===== src/rtl/alu8_pkg.sv =====
package alu8_pkg;

  localparam int CC_W    = 8;
  localparam int CC_C    = 0;
  localparam int CC_Z    = 1;
  localparam int CC_N    = 2;
  localparam int CC_H    = 4;
  localparam int CC_V    = 7;
  localparam logic [CC_W-1:0] CC_FORCED = 8'h60;

  typedef enum logic [4:0] {
    OP_ADD = 5'd0,  OP_ADC = 5'd1,  OP_SUB = 5'd2,  OP_SBC = 5'd3,
    OP_CMP = 5'd4,  OP_AND = 5'd5,  OP_OR  = 5'd6,  OP_XOR = 5'd7,
    OP_BIT = 5'd8,  OP_ASR = 5'd9,  OP_LSR = 5'd10, OP_LSL = 5'd11,
    OP_ROL = 5'd12, OP_ROR = 5'd13, OP_INC = 5'd14, OP_DEC = 5'd15,
    OP_NEG = 5'd16, OP_COM = 5'd17, OP_CLR = 5'd18, OP_SWAP = 5'd19,
    OP_CCLOAD = 5'd20
  } aluOp_e;

  typedef enum logic [2:0] {SH_ASR, SH_LSR, SH_LSL, SH_ROL, SH_ROR} shiftKind_e;
  typedef enum logic [1:0] {LG_AND, LG_OR, LG_XOR} logicKind_e;
  typedef enum logic [2:0] {RS_ADDER, RS_LOGIC, RS_SHIFT, RS_COM, RS_CLR, RS_SWAP} resSel_e;
  typedef enum logic [2:0] {VS_KEEP, VS_ZERO, VS_ADDER, VS_SHIFT, VS_MINNEG, VS_MAXPOS} vSel_e;
  typedef enum logic [1:0] {CS_KEEP, CS_ADDER, CS_SHIFT, CS_ONE} cSel_e;

  typedef struct packed {
    resSel_e    resSel;
    shiftKind_e shiftKind;
    logicKind_e logicKind;
    logic       zeroX;
    logic       oneY;
    logic       subtract;
    logic       useCarry;
    vSel_e      vSel;
    cSel_e      cSel;
    logic       updH;
    logic       updNZ;
    logic       writeRes;
    logic       loadCc;
  } aluCtrl_t;

endpackage


===== src/rtl/alu8_ctrl.sv =====
module alu8_ctrl
  import alu8_pkg::*;
(
  input  logic [4:0] opCode,
  output aluCtrl_t   ctrl
);

  always_comb begin
    ctrl = '{resSel: RS_ADDER, shiftKind: SH_ASR, logicKind: LG_AND,
             zeroX: 1'b0, oneY: 1'b0, subtract: 1'b0, useCarry: 1'b0,
             vSel: VS_KEEP, cSel: CS_KEEP, updH: 1'b0, updNZ: 1'b0,
             writeRes: 1'b0, loadCc: 1'b0};
    case (opCode)
      OP_ADD, OP_ADC: begin
        ctrl.useCarry = (opCode == OP_ADC);
        ctrl.vSel = VS_ADDER; ctrl.cSel = CS_ADDER;
        ctrl.updH = 1'b1; ctrl.updNZ = 1'b1; ctrl.writeRes = 1'b1;
      end
      OP_SUB, OP_SBC, OP_CMP: begin
        ctrl.subtract = 1'b1;
        ctrl.useCarry = (opCode == OP_SBC);
        ctrl.vSel = VS_ADDER; ctrl.cSel = CS_ADDER;
        ctrl.updNZ = 1'b1; ctrl.writeRes = (opCode != OP_CMP);
      end
      OP_AND, OP_OR, OP_XOR, OP_BIT: begin
        ctrl.resSel = RS_LOGIC;
        ctrl.logicKind = (opCode == OP_OR)  ? LG_OR :
                         (opCode == OP_XOR) ? LG_XOR : LG_AND;
        ctrl.vSel = VS_ZERO; ctrl.updNZ = 1'b1;
        ctrl.writeRes = (opCode != OP_BIT);
      end
      OP_ASR, OP_LSR, OP_LSL, OP_ROL, OP_ROR: begin
        ctrl.resSel = RS_SHIFT;
        case (opCode)
          OP_LSR:  ctrl.shiftKind = SH_LSR;
          OP_LSL:  ctrl.shiftKind = SH_LSL;
          OP_ROL:  ctrl.shiftKind = SH_ROL;
          OP_ROR:  ctrl.shiftKind = SH_ROR;
          default: ctrl.shiftKind = SH_ASR;
        endcase
        ctrl.vSel = VS_SHIFT; ctrl.cSel = CS_SHIFT;
        ctrl.updNZ = 1'b1; ctrl.writeRes = 1'b1;
      end
      OP_INC, OP_DEC: begin
        ctrl.oneY = 1'b1;
        ctrl.subtract = (opCode == OP_DEC);
        ctrl.vSel = (opCode == OP_DEC) ? VS_MAXPOS : VS_MINNEG;
        ctrl.updNZ = 1'b1; ctrl.writeRes = 1'b1;
      end
      OP_NEG: begin
        ctrl.zeroX = 1'b1; ctrl.subtract = 1'b1;
        ctrl.vSel = VS_MINNEG; ctrl.cSel = CS_ADDER;
        ctrl.updNZ = 1'b1; ctrl.writeRes = 1'b1;
      end
      OP_COM: begin
        ctrl.resSel = RS_COM; ctrl.vSel = VS_ZERO; ctrl.cSel = CS_ONE;
        ctrl.updNZ = 1'b1; ctrl.writeRes = 1'b1;
      end
      OP_CLR: begin
        ctrl.resSel = RS_CLR; ctrl.vSel = VS_ZERO;
        ctrl.updNZ = 1'b1; ctrl.writeRes = 1'b1;
      end
      OP_SWAP: begin
        ctrl.resSel = RS_SWAP; ctrl.writeRes = 1'b1;
      end
      OP_CCLOAD: ctrl.loadCc = 1'b1;
      default: ;
    endcase
  end

endmodule


===== src/rtl/alu8_datapath.sv =====
module alu8_datapath
  import alu8_pkg::*;
#(
  parameter int DATA_W = 8
) (
  input  logic [DATA_W-1:0] opA,
  input  logic [DATA_W-1:0] opB,
  input  logic              carryIn,
  input  logic [CC_W-1:0]   ccIn,
  input  aluCtrl_t          ctrl,
  output logic [DATA_W-1:0] result,
  output logic [CC_W-1:0]   ccOut
);

  localparam int MSB      = DATA_W - 1;
  localparam int HALF     = DATA_W / 2;
  localparam logic [DATA_W-1:0] MIN_NEG = {1'b1, {(DATA_W-1){1'b0}}};
  localparam logic [DATA_W-1:0] MAX_POS = {1'b0, {(DATA_W-1){1'b1}}};

  logic [DATA_W-1:0] addX, addY;
  logic [DATA_W:0]   addRaw, carryExt;
  logic              addV, addC, addH;
  logic [DATA_W-1:0] logicRes, shiftRes;
  logic              shiftOut;
  logic              nNew, zNew;

  // shared adder/subtractor
  always_comb begin
    addX     = ctrl.zeroX ? '0 : opA;
    addY     = ctrl.oneY ? DATA_W'(1) : (ctrl.zeroX ? opA : opB);
    carryExt = {{DATA_W{1'b0}}, ctrl.useCarry & carryIn};
    if (ctrl.subtract)
      addRaw = {1'b0, addX} - {1'b0, addY} - carryExt;
    else
      addRaw = {1'b0, addX} + {1'b0, addY} + carryExt;
    addC = addRaw[DATA_W];
    addV = addX[MSB] ^ addY[MSB] ^ addRaw[MSB] ^ addRaw[DATA_W];
    addH = addX[HALF] ^ addY[HALF] ^ addRaw[HALF];
  end

  always_comb begin
    case (ctrl.logicKind)
      LG_OR:   logicRes = opA | opB;
      LG_XOR:  logicRes = opA ^ opB;
      default: logicRes = opA & opB;
    endcase
  end

  always_comb begin
    case (ctrl.shiftKind)
      SH_LSR: begin shiftRes = {1'b0, opA[MSB:1]};       shiftOut = opA[0];   end
      SH_LSL: begin shiftRes = {opA[MSB-1:0], 1'b0};     shiftOut = opA[MSB]; end
      SH_ROL: begin shiftRes = {opA[MSB-1:0], carryIn};  shiftOut = opA[MSB]; end
      SH_ROR: begin shiftRes = {carryIn, opA[MSB:1]};    shiftOut = opA[0];   end
      default: begin shiftRes = {opA[MSB], opA[MSB:1]};  shiftOut = opA[0];   end
    endcase
  end

  always_comb begin
    case (ctrl.resSel)
      RS_LOGIC: result = logicRes;
      RS_SHIFT: result = shiftRes;
      RS_COM:   result = ~opA;
      RS_CLR:   result = '0;
      RS_SWAP:  result = {opA[HALF-1:0], opA[MSB:HALF]};
      default:  result = addRaw[MSB:0];
    endcase
  end

  assign nNew = result[MSB];
  assign zNew = (result == '0);

  always_comb begin
    ccOut = ccIn;
    if (ctrl.updNZ) begin
      ccOut[CC_N] = nNew;
      ccOut[CC_Z] = zNew;
    end
    if (ctrl.updH) ccOut[CC_H] = addH;
    case (ctrl.cSel)
      CS_ADDER: ccOut[CC_C] = addC;
      CS_SHIFT: ccOut[CC_C] = shiftOut;
      CS_ONE:   ccOut[CC_C] = 1'b1;
      default:  ;
    endcase
    case (ctrl.vSel)
      VS_ZERO:   ccOut[CC_V] = 1'b0;
      VS_ADDER:  ccOut[CC_V] = addV;
      VS_SHIFT:  ccOut[CC_V] = nNew ^ shiftOut;
      VS_MINNEG: ccOut[CC_V] = (result == MIN_NEG);
      VS_MAXPOS: ccOut[CC_V] = (result == MAX_POS);
      default:   ;
    endcase
    if (ctrl.loadCc) ccOut = opA[CC_W-1:0] | CC_FORCED;
  end

endmodule


===== src/rtl/alu8_flags.sv =====
module alu8_flags
  import alu8_pkg::*;
#(
  parameter int DATA_W = 8
) (
  input  logic [DATA_W-1:0] opA,
  input  logic [DATA_W-1:0] opB,
  input  logic              carryIn,
  input  logic [4:0]        opCode,
  input  logic [CC_W-1:0]   ccIn,
  output logic [DATA_W-1:0] result,
  output logic              resultWe,
  output logic [CC_W-1:0]   ccOut
);

  aluCtrl_t ctrl;

  alu8_ctrl u_ctrl (
    .opCode (opCode),
    .ctrl   (ctrl)
  );

  alu8_datapath #(.DATA_W(DATA_W)) u_dp (
    .opA     (opA),
    .opB     (opB),
    .carryIn (carryIn),
    .ccIn    (ccIn),
    .ctrl    (ctrl),
    .result  (result),
    .ccOut   (ccOut)
  );

  assign resultWe = ctrl.writeRes;

endmodule


===== config.mk =====
export PLATFORM = sky130hd
export DESIGN_NAME = alu8_flags
export DESIGN_NICKNAME = d
export VERILOG_FILES = /design/src/rtl/alu8_pkg.sv /design/src/rtl/alu8_ctrl.sv /design/src/rtl/alu8_datapath.sv /design/src/rtl/alu8_flags.sv
export SDC_FILE = /design/constraint.sdc
export NUM_CORES = 1
export LEC_CHECK = 0
export CAP_MARGIN = 20
export CORE_MARGIN = 5
export CORE_UTILIZATION = 40
export DETAILED_ROUTE_END_ITERATION = 6
export DONT_BUFFER_PORTS = 1
export PLACE_DENSITY_LB_ADDON = 0.15
export SLEW_MARGIN = 0
export SYNTH_ARGS = -nofsm -noshare
export SYNTH_HDL_FRONTEND = slang
export SYNTH_SLANG_ARGS = --single-unit

===== constraint.sdc =====
create_clock -name vclk -period 5.2
set_input_delay 0.52 -clock vclk [all_inputs]
set_output_delay 0.52 -clock vclk [all_outputs]
set_load 0.005 [all_outputs]

==> metrics.cfg <==
[timing]
worst_pin_slew_ns=0.682
rsz0062_at_grt=false
finalMaxSlewViolations=0
final_hold_viol_count=0
setup_viol=0
fin_crit_ns=4.92
post-route-period-util_pct=94.7
fin_tns_setup_ns=0
timing.fmax_mhz=203
slew_headroom_pct=54.2

[placement]
placed_area_sq_um=2570
dpl.hpwl_microns=6700
io_buffers=0
gp_congestion=0.931

[job]
max_cap_violations=0

[power_and_ir_drop]
p_leak_nw=1.15
internal-power_mw=0.117
power_frac_seq_pct=0
clock_power_share_pct=0
ir_worst_vdd_v=0.0000449
power.density_nw_per_um2=108
switching_share_pct=58.0
power_switching_mw=0.162
power_frac_comb_pct=100.0

[route]
via_count=2712
ant_nets=0
viasPerCell=6.05
wl_per_cell_microns=18.3
drt-pass1-iter-count=5
remaining_drc_errors=0
finalWirelength_microns=8200
first_iter_violations=258

[floorplan]
start_util_pct=41.6
die_h_microns=89.2
core_sq_um=6030
row_count=28
dieArea_sq_um=7960
ioPinCount=47
die_x_microns=89.2

[yosys]
synth_common_cells=inv_1 (54), nand2_1 (38), ha_1 (37)
ys_warn_count=0
netlist_area_sq_um=2510
syn_avg_cell_area_sq_um=6.47
synth_top_cell_area_share_pct=18.5
synth-seq-area-share_pct=0
syn_inst=388
synth_most_common_cell=inv_1
yosys-top-cells-area=ha_1 (18%), inv_1 (8.1%), a21oi_1 (6.4%)
yosys.area.top_type=ha_1
syn_nets=459
synth_cell_types=56

[global_routing]
grtUsageMet3_pct=3.50
grt_overflow=0
use_met2_pct=32.0
grt_pass1_wl_microns=12900
busiest_layer=met2
grt_antenna_before_repair=0
grt_max_degree=27
grt_usage_pct=20.4
grt_pass1_vias=2508
use_met1_pct=29.0

[final_layout]
area_growth_pct=2.64
layout-drive-gt1-share_pct=5.36
antenna_cells=0
seq_cells=0
seqCellArea_sq_um=0
fin_area_sq_um=2570
finalNetCount=446
clkbuf_count=0

[hold_path]
min_path_type=in2out

[setup_path]
cp-end-kind=output pin
start_kind=input pin
required_ns=4.68
cp_data_arrival_time_ns=4.40
crit_type=in2out
cp_max_fo=18

[run_status]
run_status=complete, no violations

[clock_network]
hold_buffers=0

-- final timing paths --
check	cells past startpoint	to	slack (ns)	start
worst max-delay path	16	ccOut[1]	0.28	opCode[0]
worst min-delay path	1	resultWe	1.10	opCode[4]
-- cells by family after synthesis --
| family | synth area share [%] |
|---|---|
| compound gates | 30.5 |
| mux | 2.79 |
| xor+xnor | 4.54 |
| fa+ha+maj | 21.6 |
| buf+inv | 11.6 |
| simple gates | 28.9 |
-- critical path: stages --
cell and delay [ns]:
nor4_4 0.40, and2_1 0.32, nor2_1 0.07, a211o_1 0.29, fa_1 0.45, inv_1 0.11
ha_1 0.25, nand4_1 0.10, a21oi_1 0.06, a2111oi_0 0.35, o21bai_1 0.12, xor2_1 0.18
a221o_1 0.45, or3_1 0.40, o211ai_1 0.18, o21a_1 0.16
-- power groups by stage --
| stage | registers (mW) | logic, mW | clock network [mW] |
|---|---|---|---|
| floorplan | 0 | 0.227 | 0 |
| finish | 0 | 0.279 | 0 |
| detailed placement | 0 | 0.276 | 0 |
| global placement | 0 | 0.277 | 0 |
| CTS | 0 | 0.278 | 0 |
| global route | 0 | 0.311 | 0 |
-- cells in the final DEF (no fill, tap or decap), types with 4 or more instances in the layout --
master and n:
buf_4 7, nor3_1 15, xnor2_1 8, or2_2 4, nand2_1 38, a221oi_1 9
xor2_1 5, a211oi_1 5, nand3_1 6, o31ai_1 4, fa_1 4, mux2i_1 7
nand2b_1 14, or3_1 7, or4_1 4, o21ai_0 22, inv_1 54, nor2_1 24
a21oi_1 32, a2111oi_0 4, ha_1 37, nor2b_1 10
-- cell type report --
cell class / count / area, sq um
Fill cell: 663 / 3450
Inverter: 54 / 203
Multi-Input combinational cell: 312 / 2230
Tap cell: 75 / 93.8
Timing Repair Buffer: 7 / 52.6
-- repair_timing --
item	CTS	global route
endpoints found under the hold margin	0	0
gates resized for setup	0	1
setup endpoints to repair	0	2
buffers inserted	0	0
-- metrics by stage --
stage / total power [mW] / setup WS (ns) / hold WS (ns) / cells / util [%]
2_1_floorplan: 0.227 / 0.293 / 1.13 / 388 / -
3_3_place_gp: 0.277 / 0.182 / 1.10 / 448 / 42.6
3_5_place_dp: 0.276 / 0.217 / 1.10 / 448 / 42.6
4_1_cts: 0.278 / 0.190 / 1.10 / 448 / 42.6
5_1_grt: 0.311 / 0.0329 / 1.11 / 448 / 42.7
6_report: 0.279 / 0.278 / 1.10 / 448 / 42.7
-- metal layers --
| metal | part of all wire [%] | vias up |
|---|---|---|
| met3 | 9.2 | 14 |
| met1 | 46 | 1237 |
| met2 | 42 | 123 |
| met5 | 0 | - |
| li1 | - | 1338 |
| met4 | 2.3 | 0 |
Power figures use the tool's default switching activity.
